$ cat src/rtl/frx_pkg.sv
package frx_pkg;

  typedef enum logic [1:0] {
    FC_IDLE  = 2'b00,
    FC_DATA  = 2'b01,
    FC_START = 2'b10,
    FC_LAST  = 2'b11
  } fcode_e;

  localparam int CNT_W  = 26;
  localparam int BYTES_PER_WORD = 2;

  typedef struct packed {
    logic             started;
    logic             done;
    logic             full;
    logic             empty;
    logic             mode;
    logic             running;
    logic [CNT_W-1:0] bytes;
  } status_t;

  function automatic logic [CNT_W-1:0] count_step(input logic [CNT_W-1:0] c);
    return c + CNT_W'(BYTES_PER_WORD);
  endfunction

  function automatic logic [31:0] pack_status(input status_t s);
    return 32'(s);
  endfunction

endpackage

$ cat src/rtl/frx_decode.sv
module frx_decode
  import frx_pkg::*;
(
  input  logic [1:0] code,
  output logic       is_payload,
  output logic       is_start,
  output logic       is_last
);
  fcode_e fc;

  always_comb begin
    fc         = fcode_e'(code);
    is_payload = (fc != FC_IDLE);
    is_start   = (fc == FC_START);
    is_last    = (fc == FC_LAST);
  end
endmodule

$ cat src/rtl/frx_fifo.sv
module frx_fifo #(
  parameter int DW    = 16,
  parameter int DEPTH = 8
) (
  input  logic          clk,
  input  logic          rst,
  input  logic          wr_req,
  input  logic [DW-1:0] wr_data,
  input  logic          rd_en,
  output logic [DW-1:0] rd_data,
  output logic          full,
  output logic          empty,
  output logic          wr_accept,
  output logic          wr_drop
);
  localparam int AW = (DEPTH > 1) ? $clog2(DEPTH) : 1;
  localparam logic [AW:0] FULL_LVL = (AW+1)'(DEPTH);

  logic [DW-1:0] mem [DEPTH];
  logic [AW:0]   wp, rp, level;
  logic          rd_do;

  assign level     = wp - rp;
  assign full      = (level == FULL_LVL);
  assign empty     = (level == '0);
  assign wr_accept = wr_req && !full;
  assign wr_drop   = wr_req && full;
  assign rd_do     = rd_en && !empty;
  assign rd_data   = mem[rp[AW-1:0]];

  always_ff @(posedge clk) begin
    if (rst) begin
      wp <= '0;
      rp <= '0;
    end else begin
      if (wr_accept) begin
        mem[wp[AW-1:0]] <= wr_data;
        wp <= wp + 1'b1;
      end
      if (rd_do) rp <= rp + 1'b1;
    end
  end
endmodule

$ cat src/rtl/frx_track.sv
module frx_track
  import frx_pkg::*;
(
  input  logic             clk,
  input  logic             rst,
  input  logic             wr_accept,
  input  logic             wr_drop,
  input  logic             is_start,
  input  logic             is_last,
  output logic [CNT_W-1:0] byte_cnt,
  output logic             started,
  output logic             done,
  output logic             running,
  output logic             sof_pulse,
  output logic             eof_pulse,
  output logic             ovf_seen
);
  logic start_ev, last_ev;

  assign start_ev = wr_accept && is_start;
  assign last_ev  = wr_accept && is_last;

  always_ff @(posedge clk) begin
    if (rst) begin
      byte_cnt  <= '0;
      started   <= 1'b0;
      done      <= 1'b0;
      running   <= 1'b0;
      sof_pulse <= 1'b0;
      eof_pulse <= 1'b0;
      ovf_seen  <= 1'b0;
    end else begin
      if (wr_accept) byte_cnt <= count_step(byte_cnt);
      if (start_ev) begin
        started <= 1'b1;
        running <= 1'b1;
        done    <= 1'b0;
      end
      if (last_ev) begin
        done    <= 1'b1;
        running <= 1'b0;
      end
      sof_pulse <= start_ev;
      eof_pulse <= last_ev;
      if (wr_drop) ovf_seen <= 1'b1;
    end
  end
endmodule

$ cat src/rtl/frame_rx.sv
module frame_rx
  import frx_pkg::*;
#(
  parameter int DW    = 16,
  parameter int DEPTH = 8
) (
  input  logic          clk,
  input  logic          rst,
  input  logic [1:0]    in_code,
  input  logic [DW-1:0] in_data,
  input  logic          mode_dma,
  input  logic          rd_en,
  output logic [DW-1:0] rd_data,
  output logic          rd_valid,
  output logic [31:0]   status,
  output logic          sof_pulse,
  output logic          eof_pulse,
  output logic          ovf_seen
);
  logic             is_payload, is_start, is_last;
  logic             fifo_full, fifo_empty, wr_accept, wr_drop;
  logic [CNT_W-1:0] byte_cnt;
  logic             started, done, running;
  status_t          st;

  frx_decode u_dec (
    .code(in_code), .is_payload(is_payload),
    .is_start(is_start), .is_last(is_last)
  );

  frx_fifo #(.DW(DW), .DEPTH(DEPTH)) u_fifo (
    .clk(clk), .rst(rst), .wr_req(is_payload), .wr_data(in_data),
    .rd_en(rd_en), .rd_data(rd_data), .full(fifo_full), .empty(fifo_empty),
    .wr_accept(wr_accept), .wr_drop(wr_drop)
  );

  frx_track u_trk (
    .clk(clk), .rst(rst), .wr_accept(wr_accept), .wr_drop(wr_drop),
    .is_start(is_start), .is_last(is_last), .byte_cnt(byte_cnt),
    .started(started), .done(done), .running(running),
    .sof_pulse(sof_pulse), .eof_pulse(eof_pulse), .ovf_seen(ovf_seen)
  );

  always_comb begin
    st.started = started;
    st.done    = done;
    st.full    = fifo_full;
    st.empty   = fifo_empty;
    st.mode    = mode_dma;
    st.running = running;
    st.bytes   = byte_cnt;
  end

  assign status   = pack_status(st);
  assign rd_valid = !fifo_empty;
endmodule

$ cat config.mk
export PLATFORM = sky130hd
export DESIGN_NAME = frame_rx
export DESIGN_NICKNAME = d
export VERILOG_FILES = /design/src/rtl/frx_pkg.sv /design/src/rtl/frx_decode.sv /design/src/rtl/frx_fifo.sv /design/src/rtl/frx_track.sv /design/src/rtl/frame_rx.sv
export SDC_FILE = /design/constraint.sdc
export NUM_CORES = 1
export LEC_CHECK = 0
export ABC_AREA = 1
export CELL_PAD_IN_SITES_DETAIL_PLACEMENT = 1
export CELL_PAD_IN_SITES_GLOBAL_PLACEMENT = 1
export CORE_MARGIN = 1.5
export CORE_UTILIZATION = 45
export DETAILED_ROUTE_END_ITERATION = 8
export GPL_TIMING_DRIVEN = 1
export HOLD_SLACK_MARGIN = 0.03
export PLACE_DENSITY_LB_ADDON = 0.1
export SLEW_MARGIN = 20
export SYNTH_ARGS = -nofsm -noshare
export SYNTH_HDL_FRONTEND = slang
export SYNTH_SLANG_ARGS = --single-unit
$ cat constraint.sdc
create_clock -name clk -period 3.9 [get_ports clk]
set_clock_uncertainty 0.2 [all_clocks]
set_input_delay 0.39 -clock clk [delete_from_list [all_inputs] [get_ports clk]]
set_output_delay 0.39 -clock clk [all_outputs]
set_load 0.02 [all_outputs]
==> flow_summary.toml, run 1 <==
[clocking]
cts_tree = "yes"
cts_buffers = 17
cts_resized = 0
clock_tree.buffer_depth = 2
worstSkewPairLatency_ns = 0.43
clock-root-buffer = "clkbuf_16"
postCtsSetupBuffers = 0
cts.sink_count = 170
hold_buffers = 0
cts.htree.levels = 4
path_clk_slew_ns = 0.06

[logic_synthesis]
synthFlopType = "edfxtp_1"
synth_cells = 768
syn_nets = 796
synth_area_leaders = "edfxtp_1 (51%), dfxtp_1 (11%), nor2_1 (7.9%)"
syn_avg_cell_area_um2 = 9.89
yosysTopAreaCellShare_pct = 50.6
async_reset_ff_share_pct = 0
ys_seq_area_share_pct = 61.7
synth_most_common_cell = "nor2_1"
ys_warn_count = 0
synth.largest_area_cell = "edfxtp_1"
synth_edf_count = 128
synth_area_um2 = 7590
synthDistinctLibCells = 31
ys_seq_elements = 170
netlist_top_cells_count = "nor2_1 (160), nand2_1 (158), edfxtp_1 (128)"

[critical_path]
crit_family = "buffers and inverters"
critPathMaxFanout = 24
reg2reg_from = "u_fifo.wp[0]"
reg2reg_slack_ns = 0.97
crit_slowest_cell = "clkdlybuf4s50_1"
crit_required_ns = 3.31
path_class = "flip-flop to output pin"
cp_cell_sequence = "inv_2 > buf_4 > nor2_1 > o32ai_1 > nand2_1 > nand2_1 > clkdlybuf4s50_1"
cp_data_arrival_time_ns = 2.56
startpoint_type = "flip-flop"
r2r-end = "u_fifo.mem[4][5]"
rr_worst_depth = 14
slowest_delay_ns = 0.60
timing.critical_path.mode_cell = "nand2_1"
end_kind = "output pin"
crit_buf_inv = 3

[floorplan]
core_region_area_um2 = 16500
die_h_um = 133
initial_core_util_pct = 46.0
num_rows = 47
die-area_um2 = 17700
die_x_um = 133
io_pins = 74

[run_status]
status = "finished, final reports clean"

[layout]
syn2layout_area_growth_pct = 19.7
fin_nets = 861
antenna_cells = 0
utilization_pct = 55.0
drive_above_1_share_pct = 10.4

[power_and_ir_drop]
pwr-share-comb_pct = 34.3
seqPwrFrac_pct = 37.4
max-vdd-ir-drop_v = 0.000325
p_sw_mw = 2.17
p_int_mw = 3.92
power.leakage_nw = 3.18
power.density_nw_per_um2 = 669
p_sw_share_pct = 35.6
clockPowerShare_pct = 28.3

[detailed_routing]
drtIter0Drc = 322
wl_mm = 20.1
viasPerCell = 5.33
vias = 5687
drc = 0
postRouteAntennaNets = 0
firstDrtPassIters = 4
wire_per_inst_um = 18.8

[min_path]
hold_path_class = "flip-flop to flip-flop"
hp-start = "u_trk.started"
hold_end = "u_trk.started"
min_path_cells = 2

[global_routing]
grt_max_degree = 65
grt.total_usage_pct = 23.6
grt_pass1_vias = 6071
grt_pass1_wl_mm = 31.7
grt_antenna_before_repair = 0
grt_overflow_total = 0

[place]
hpwl_mm = 13.3
port_buffers = 70
gp_congestion = 0.821

[timing]
fin_crit_ns = 3.15
timing.fmax_ghz = 0.317
rsz0062_at_grt = "no"
finalMaxSlewViolations = 0
finalHoldViolCount = 0
tightest_slew_ns = 0.603
timing.slew.headroom_pct = 59.8
tns_ns = 0
setup_viol = 0
fin_crit_sh_pct = 80.8

[job]
drv_cap = 0
per-layer routing:
layer | share of wire, % | vias to the layer above | GRT usage (%) | wire (um)
li1 | - | 2732 | - | -
met1 | 40 | 2807 | 25.4 | 7990
met2 | 54 | 115 | 44.1 | 10800
met3 | 3.1 | 33 | 4.60 | 632
met4 | 3.5 | 0 | 11.6 | 712
met5 | 0 | - | 0 | 0
power groups by stage:
stage          sequential, mW  clock [mW]  combinational, mW
2_1_floorplan            2.27           0               1.41
3_3_place_gp             2.30           0               2.01
3_5_place_dp             2.32           0               2.08
4_1_cts                  2.28        1.75               2.11
5_1_grt                  2.30        1.82               2.27
6_report                 2.28        1.72               2.09
through the flow:
step	std cells	cell area [um^2]	power, mW	setup WS [ns]	hold slack, ns
final	1066	9090	6.09	0.749	0.271
after global routing	1066	9090	6.39	0.585	0.294
after CTS	1066	9090	6.14	0.699	0.277
after detailed placement	1034	8490	4.40	0.987	0.258
after global placement	1034	8490	4.32	1.09	0.250
after floorplan	768	7590	3.67	0.616	0.229
final cells by class:
class	instances	area, um^2
Inverter	41	154
Clock inverter	14	170
Multi-Input combinational cell	515	2530
Timing Repair Buffer	88	848
Sequential cell	170	4690
Clock buffer	18	429
Fill cell	1832	7430
Tap cell	220	275
cell families (layout without fill, tap and decap cells):
logic type / Yosys count / in the layout / synth area share [%]
simple gates: 397 / 397 / 22.0
flops: 170 / 170 / 61.7
buf+inv: 83 / 161 / 5.07
xor+xnor: 15 / 15 / 1.73
other cells: 1 / 1 / 0.0494
fa+ha+maj: 6 / 6 / 0.988
compound gates: 96 / 96 / 8.48
layout by cell type (no fill, tap or decap), types with 3 or more instances in the layout:
cell / n
nand3_1: 43
xor2_1: 11
o21ai_0: 38
nand2_1: 158
buf_4: 17
ha_1: 6
edfxtp_1: 128
bufinv_16: 3
a21oi_2: 11
dfxtp_1: 40
clkinv_4: 3
nor2_2: 5
nand2_2: 12
xnor2_1: 4
inv_1: 39
inv_6: 3
nor2_1: 160
a21oi_1: 14
clkdlybuf4s50_1: 70
o32ai_1: 32
nand2_4: 3
nand4_1: 8
clkbuf_16: 17
state kept, by name, summed over array words and instances, names as in the netlist, named ones only:
register and count:
u_fifo.mem 128, u_fifo.rp 4, u_fifo.wp 4, u_trk.byte_cnt 25
u_trk.done 1, u_trk.eof_pulse 1, u_trk.ovf_seen 1, u_trk.running 1
u_trk.sof_pulse 1, u_trk.started 1
worst min-delay path, stage by stage, from the launching register on:
cell and delay (ns):
dfxtp_1 0.33, nand2_1 0.05, o21ai_0 0.06
worst max path at each step:
stage                       startpoint  cells after the start                end
after floorplan           u_fifo.rp[2]                     10   u_fifo.mem[7][0]
after global placement    u_fifo.rp[2]                     11  u_fifo.mem[2][11]
after detailed placement  u_fifo.rp[2]                     11   u_fifo.mem[6][4]
after CTS                    flip-flop                      7        rd_data[10]
after global routing         flip-flop                      6         rd_data[8]
final                        flip-flop                      7        rd_data[10]
Power figures use the tool's default switching activity.
==> inputs of run 2 (changes only) <==
--- a/config.mk
+++ b/config.mk
@@ -9,7 +9,7 @@
 export CELL_PAD_IN_SITES_DETAIL_PLACEMENT = 1
 export CELL_PAD_IN_SITES_GLOBAL_PLACEMENT = 1
 export CORE_MARGIN = 1.5
-export CORE_UTILIZATION = 45
+export CORE_UTILIZATION = 40
 export DETAILED_ROUTE_END_ITERATION = 8
 export GPL_TIMING_DRIVEN = 1
 export HOLD_SLACK_MARGIN = 0.03
==> constraint.sdc (replaced) <==
create_clock -name clk -period 2.7 [get_ports clk]
set_clock_uncertainty 0.2 [all_clocks]
set_input_delay 0.27 -clock clk [delete_from_list [all_inputs] [get_ports clk]]
set_output_delay 0.27 -clock clk [all_outputs]
set_load 0.02 [all_outputs]
==> flow_summary.toml, run 2 (synthesis gave the netlist of run 1 again) <==
[place]
port_buffers = 70
gp_congestion = 0.838
place_inst = 1053
dp_slack_ns = 0.180
place_area_um2 = 8690
hpwl_mm = 12.4

[global_routing]
grt_overflow_total = 0
grt_pass1_vias = 6153
grt_antenna_before_repair = 0
grt_pass1_wl_mm = 31.7
grt.total_usage_pct = 21.0
grt_max_degree = 65

[critical_path]
crit_slowest_cell = "dfxtp_4"
startpoint_type = "flip-flop"
critPathMaxFanout = 24
crit_required_ns = 2.23
cp_data_arrival_time_ns = 2.08
path_class = "flip-flop to output pin"
cp_cell_sequence = "inv_2 > bufbuf_16 > nor2_1 > o32ai_1 > nand2_1 > nand2_1 > dlygate4sd2_1"
end_kind = "output pin"
timing.critical_path.mode_cell = "nand2_1"
slowest_delay_ns = 0.42

[detailed_routing]
postRouteAntennaNets = 0
wl_mm = 19.8
wl_met1_mm = 8.41
wl_met3_um = 537
firstDrtPassIters = 4
vias = 5721
drtIter0Drc = 264
viasPerCell = 5.27
wire_per_inst_um = 18.2
met2_length_mm = 10.4
drc = 0
highest_layer = "met4"

[clocking]
cts.htree.levels = 4
cts.sink_count = 170
cts_tree = "yes"
path_clk_slew_ns = 0.07
postCtsSetupBuffers = 0
hold_buffers = 0
clock_tree.buffer_depth = 2
worstSkewPairLatency_ns = 0.43
cts_buffers = 17
clock-root-buffer = "clkbuf_16"

[layout]
final_common_cell = "nand2_1"
utilization_pct = 49.9
fin_nets = 867
mostFrequentLayoutCells = "nand2_1 (158), nor2_1 (157), edfxtp_1 (128)"
largest_register_ffs = 128
syn2layout_area_growth_pct = 22.4
drive_above_1_share_pct = 12.1
stdcell_count = 1086
antenna_cells = 0
final_area_um2 = 9300

[min_path]
hold_path_class = "flip-flop to flip-flop"

[timing]
timing.fmax_ghz = 0.393
fin_crit_sh_pct = 94.3
tns_ns = 0
setup_viol = 0
layout_setup_ws_ns = 0.154
finalMaxSlewViolations = 0
finalHoldViolCount = 0
rsz0062_at_grt = "yes"
fin_crit_ns = 2.55

[power_and_ir_drop]
power.leakage_nw = 3.29
power.density_nw_per_um2 = 941
max-vdd-ir-drop_v = 0.000477

[floorplan]
num_rows = 50
die-area_um2 = 19800
die_x_um = 141
io_pins = 74
die_h_um = 141
core_region_area_um2 = 18600
initial_core_util_pct = 40.7

[job]
drv_cap = 0

[run_status]
status = "finished, final reports clean"
## run 2: cell types whose count changed in the layout (fill, tap and decap cells not counted), sizes merged
| cell | previous run | this run |
|---|---|---|
| bufinv | 3 | 2 |
| clkdlybuf4s50 | 70 | 51 |
| clkbuf | 18 | 19 |
| dlygate4sd2 | 0 | 15 |
| buf | 18 | 23 |
| bufbuf | 0 | 1 |
| clkinv | 6 | 5 |
| clkdlybuf4s15 | 0 | 2 |
| inv | 44 | 47 |
## run 2: final timing paths
| kind | cells after the start | startpoint | to | slack, ns |
|---|---|---|---|---|
| hold / removal | 2 | u_trk.started | u_trk.started | 0.27 |
| setup reg to reg | 11 | u_fifo.rp[2] | u_fifo.mem[6][13] | 0.17 |
| hold reg to reg | 2 | u_trk.started | u_trk.started | 0.27 |
| setup / recovery | 7 | flip-flop | rd_data[13] | 0.15 |
## run 2: final cells by class
cell class / count / area (um^2)
timing repair buffer: 94 / 1020
sequential: 170 / 4690
fill: 2080 / 9350
inverter: 41 / 154
clock buffer: 17 / 425
multi-input combinational: 515 / 2550
clock inverter: 15 / 163
tap: 234 / 293
## run 2: per-layer routing
| layer | up-vias | track usage [%] |
|---|---|---|
| li1 | 2757 | - |
| met5 | - | 0 |
| met3 | 32 | 3.40 |
| met1 | 2825 | 24.6 |
| met4 | 0 | 8.44 |
| met2 | 107 | 38.1 |
## run 2: critical path: cells and delay by family, from the launching register on
family,cells,cell delay [ns]
AOI/OAI and AO/OA,1,0.13
buffers and inverters,3,0.85
DFF,1,0.42
and+or+nand+nor,3,0.26
## run 2: metrics by stage
step           hold WS (ns)  power (mW)
2_1_floorplan         0.169        5.32
3_3_place_gp          0.246        6.38
3_5_place_dp          0.255        6.48
4_1_cts               0.274        8.86
5_1_grt               0.296        9.24
6_report              0.266        8.75
## run 2: power by group
group | internal [mW] | switching (mW) | leakage [nW] | total, mW
registers | 3.09 | 0.169 | 1.50 | 3.26
clock network | 1.38 | 1.06 | 0.283 | 2.44
logic | 1.10 | 1.95 | 1.50 | 3.05
total | 5.57 | 3.17 | 3.29 | 8.75
## run 2: repair_timing
item | 4_1_cts | 5_1_grt
resized for setup | 24 | 5
setup endpoints to repair | 19 | 22
endpoints found under the hold margin | 0 | 0
cloned | 1 | 0
pin swaps | 0 | 0
==> inputs of run 3 (changes only) <==
--- a/config.mk
+++ b/config.mk
@@ -6,9 +6,10 @@
 export NUM_CORES = 1
 export LEC_CHECK = 0
 export ABC_AREA = 1
+export CAP_MARGIN = 20
 export CELL_PAD_IN_SITES_DETAIL_PLACEMENT = 1
 export CELL_PAD_IN_SITES_GLOBAL_PLACEMENT = 1
-export CORE_MARGIN = 1.5
+export CORE_MARGIN = 8
 export CORE_UTILIZATION = 40
 export DETAILED_ROUTE_END_ITERATION = 8
 export GPL_TIMING_DRIVEN = 1
==> flow_summary.toml, run 3 (synthesis gave the netlist of run 1 again) <==
[run_status]
status = "finished, final reports clean"

[critical_path]
reg2reg_slack_ns = 0.13
path_class = "flip-flop to flip-flop"
rr_worst_depth = 11
cp_cell_sequence = "inv_1 > ha_1 > or2_4 > nand3_1 > nand2_2 > nand2_4 > nand2_4 > inv_2 > nand3_1 > nor2_2 > buf_12"
worstSetupStartpoint = "u_fifo.rp[2]"
crit_required_ns = 2.62
crit_slowest_cell = "dfxtp_1"
slowest_delay_ns = 0.39
crit_end = "u_fifo.mem[1][7]"
end_kind = "flip-flop"
startpoint_type = "flip-flop"
r2r-end = "u_fifo.mem[1][7]"
cp_data_arrival_time_ns = 2.49
critPathMaxFanout = 16
reg2reg_from = "u_fifo.rp[2]"

[timing]
timing.fmax_ghz = 0.389
holdWs_ns = 0.272
finalMaxSlewViolations = 0
fin_crit_ns = 2.57
fin_crit_sh_pct = 95.2
setup_viol = 0
finalHoldViolCount = 0
layout_setup_ws_ns = 0.130
rsz0062_at_grt = "no"

[detailed_routing]
firstDrtPassIters = 4
wl_mm = 19.9
vias = 5734
viasPerCell = 5.27
wire_per_inst_um = 18.3
drtIter0Drc = 272
drc = 0
postRouteAntennaNets = 0

[power_and_ir_drop]
seqPwrFrac_pct = 36.2
power_mw = 8.92
power.density_nw_per_um2 = 953
clockPowerShare_pct = 28.3
pwr-share-comb_pct = 35.5
p_sw_share_pct = 35.0
max-vdd-ir-drop_v = 0.000426
p_sw_mw = 3.12
p_int_mw = 5.80
power.leakage_nw = 3.41

[layout]
fin_nets = 869
largest_register_ffs = 128
antenna_cells = 0
final_common_cell = "nand2_1"
drive_above_1_share_pct = 12.1
syn2layout_area_growth_pct = 23.3
stdcell_count = 1088
final_area_um2 = 9370
mostFrequentLayoutCells = "nand2_1 (158), nor2_1 (155), edfxtp_1 (128)"

[min_path]
hold_path_class = "flip-flop to flip-flop"
hp-start = "u_trk.done"

[clocking]
clock-root-buffer = "clkbuf_16"
cts_buffers = 17
cts.sink_count = 170
cts.htree.levels = 4
path_clk_slew_ns = 0.06
clock_tree.buffer_depth = 2
worstSkewPairLatency_ns = 0.42
cts_tree = "yes"
postCtsSetupBuffers = 0

[floorplan]
die-area_um2 = 23700
initial_core_util_pct = 40.7
core_region_area_um2 = 18600
num_rows = 50
die_h_um = 154
io_pins = 74
die_x_um = 154

[place]
place_inst = 1056
dp_slack_ns = 0.159
gp_congestion = 0.816
port_buffers = 70
place_area_um2 = 8710
hpwl_mm = 13.1

[global_routing]
grt_max_degree = 65
grt_pass1_vias = 6087
grt_antenna_before_repair = 0
grt_overflow_total = 0
grt.total_usage_pct = 17.1
grt_pass1_wl_mm = 31.9

[job]
drv_cap = 0
==> run 3: how the worst min path moves through the flow <==
stage | end | slack (ns) | cells after the start
6_report | u_trk.done | 0.27 | 2
3_3_place_gp | u_trk.started | 0.25 | 2
2_1_floorplan | u_fifo.mem[0][0] | 0.17 | 0
5_1_grt | u_trk.done | 0.31 | 2
3_5_place_dp | u_trk.done | 0.27 | 2
4_1_cts | u_trk.done | 0.28 | 2
==> run 3: layout make-up <==
type,count,area (um^2)
Sequential cell,170,4690
Clock buffer,19,433
Tap cell,234,293
Fill cell,2064,9280
Inverter,41,154
Multi-Input combinational cell,515,2550
Clock inverter,13,176
Timing Repair Buffer,96,1070
==> run 3: power by group through the flow <==
stage | combinational [mW] | clock [mW] | sequential, mW
finish | 3.17 | 2.52 | 3.23
global route | 3.48 | 2.66 | 3.25
CTS | 3.26 | 2.57 | 3.23
detailed placement | 3.27 | 0 | 3.28
global placement | 3.17 | 0 | 3.27
floorplan | 2.04 | 0 | 3.27
==> run 3: layer usage <==
metal / wire length, um / GRT usage [%] / part of all wire, %
met1: 8570 / 19.6 / 43
met5: 0 / 0 / 0
met4: 277 / 6.07 / 1.4
met3: 676 / 3.67 / 3.4
met2: 10400 / 30.9 / 52
==> run 3: critical path, delay by kind of cell, from the launching register on <==
| kind | cells | cell delay, ns |
|---|---|---|
| fa+ha+maj | 1 | 0.35 |
| simple gates | 7 | 0.96 |
| buf+inv | 3 | 0.36 |
| flops | 1 | 0.39 |
==> run 3: what timing repair did <==
action | 4_1_cts | 5_1_grt
endpoints found under the setup margin | 17 | 61
resized for setup | 5 | 24
endpoints found under the hold margin | 0 | 0
hold buffers | 0 | 0
==> run 3: metrics by stage <==
stage	util, %	setup TNS (ns)
2_1_floorplan	-	-5.75
3_3_place_gp	46.7	0
3_5_place_dp	46.7	0
4_1_cts	50.0	-0.671
5_1_grt	50.2	0
6_report	50.2	0
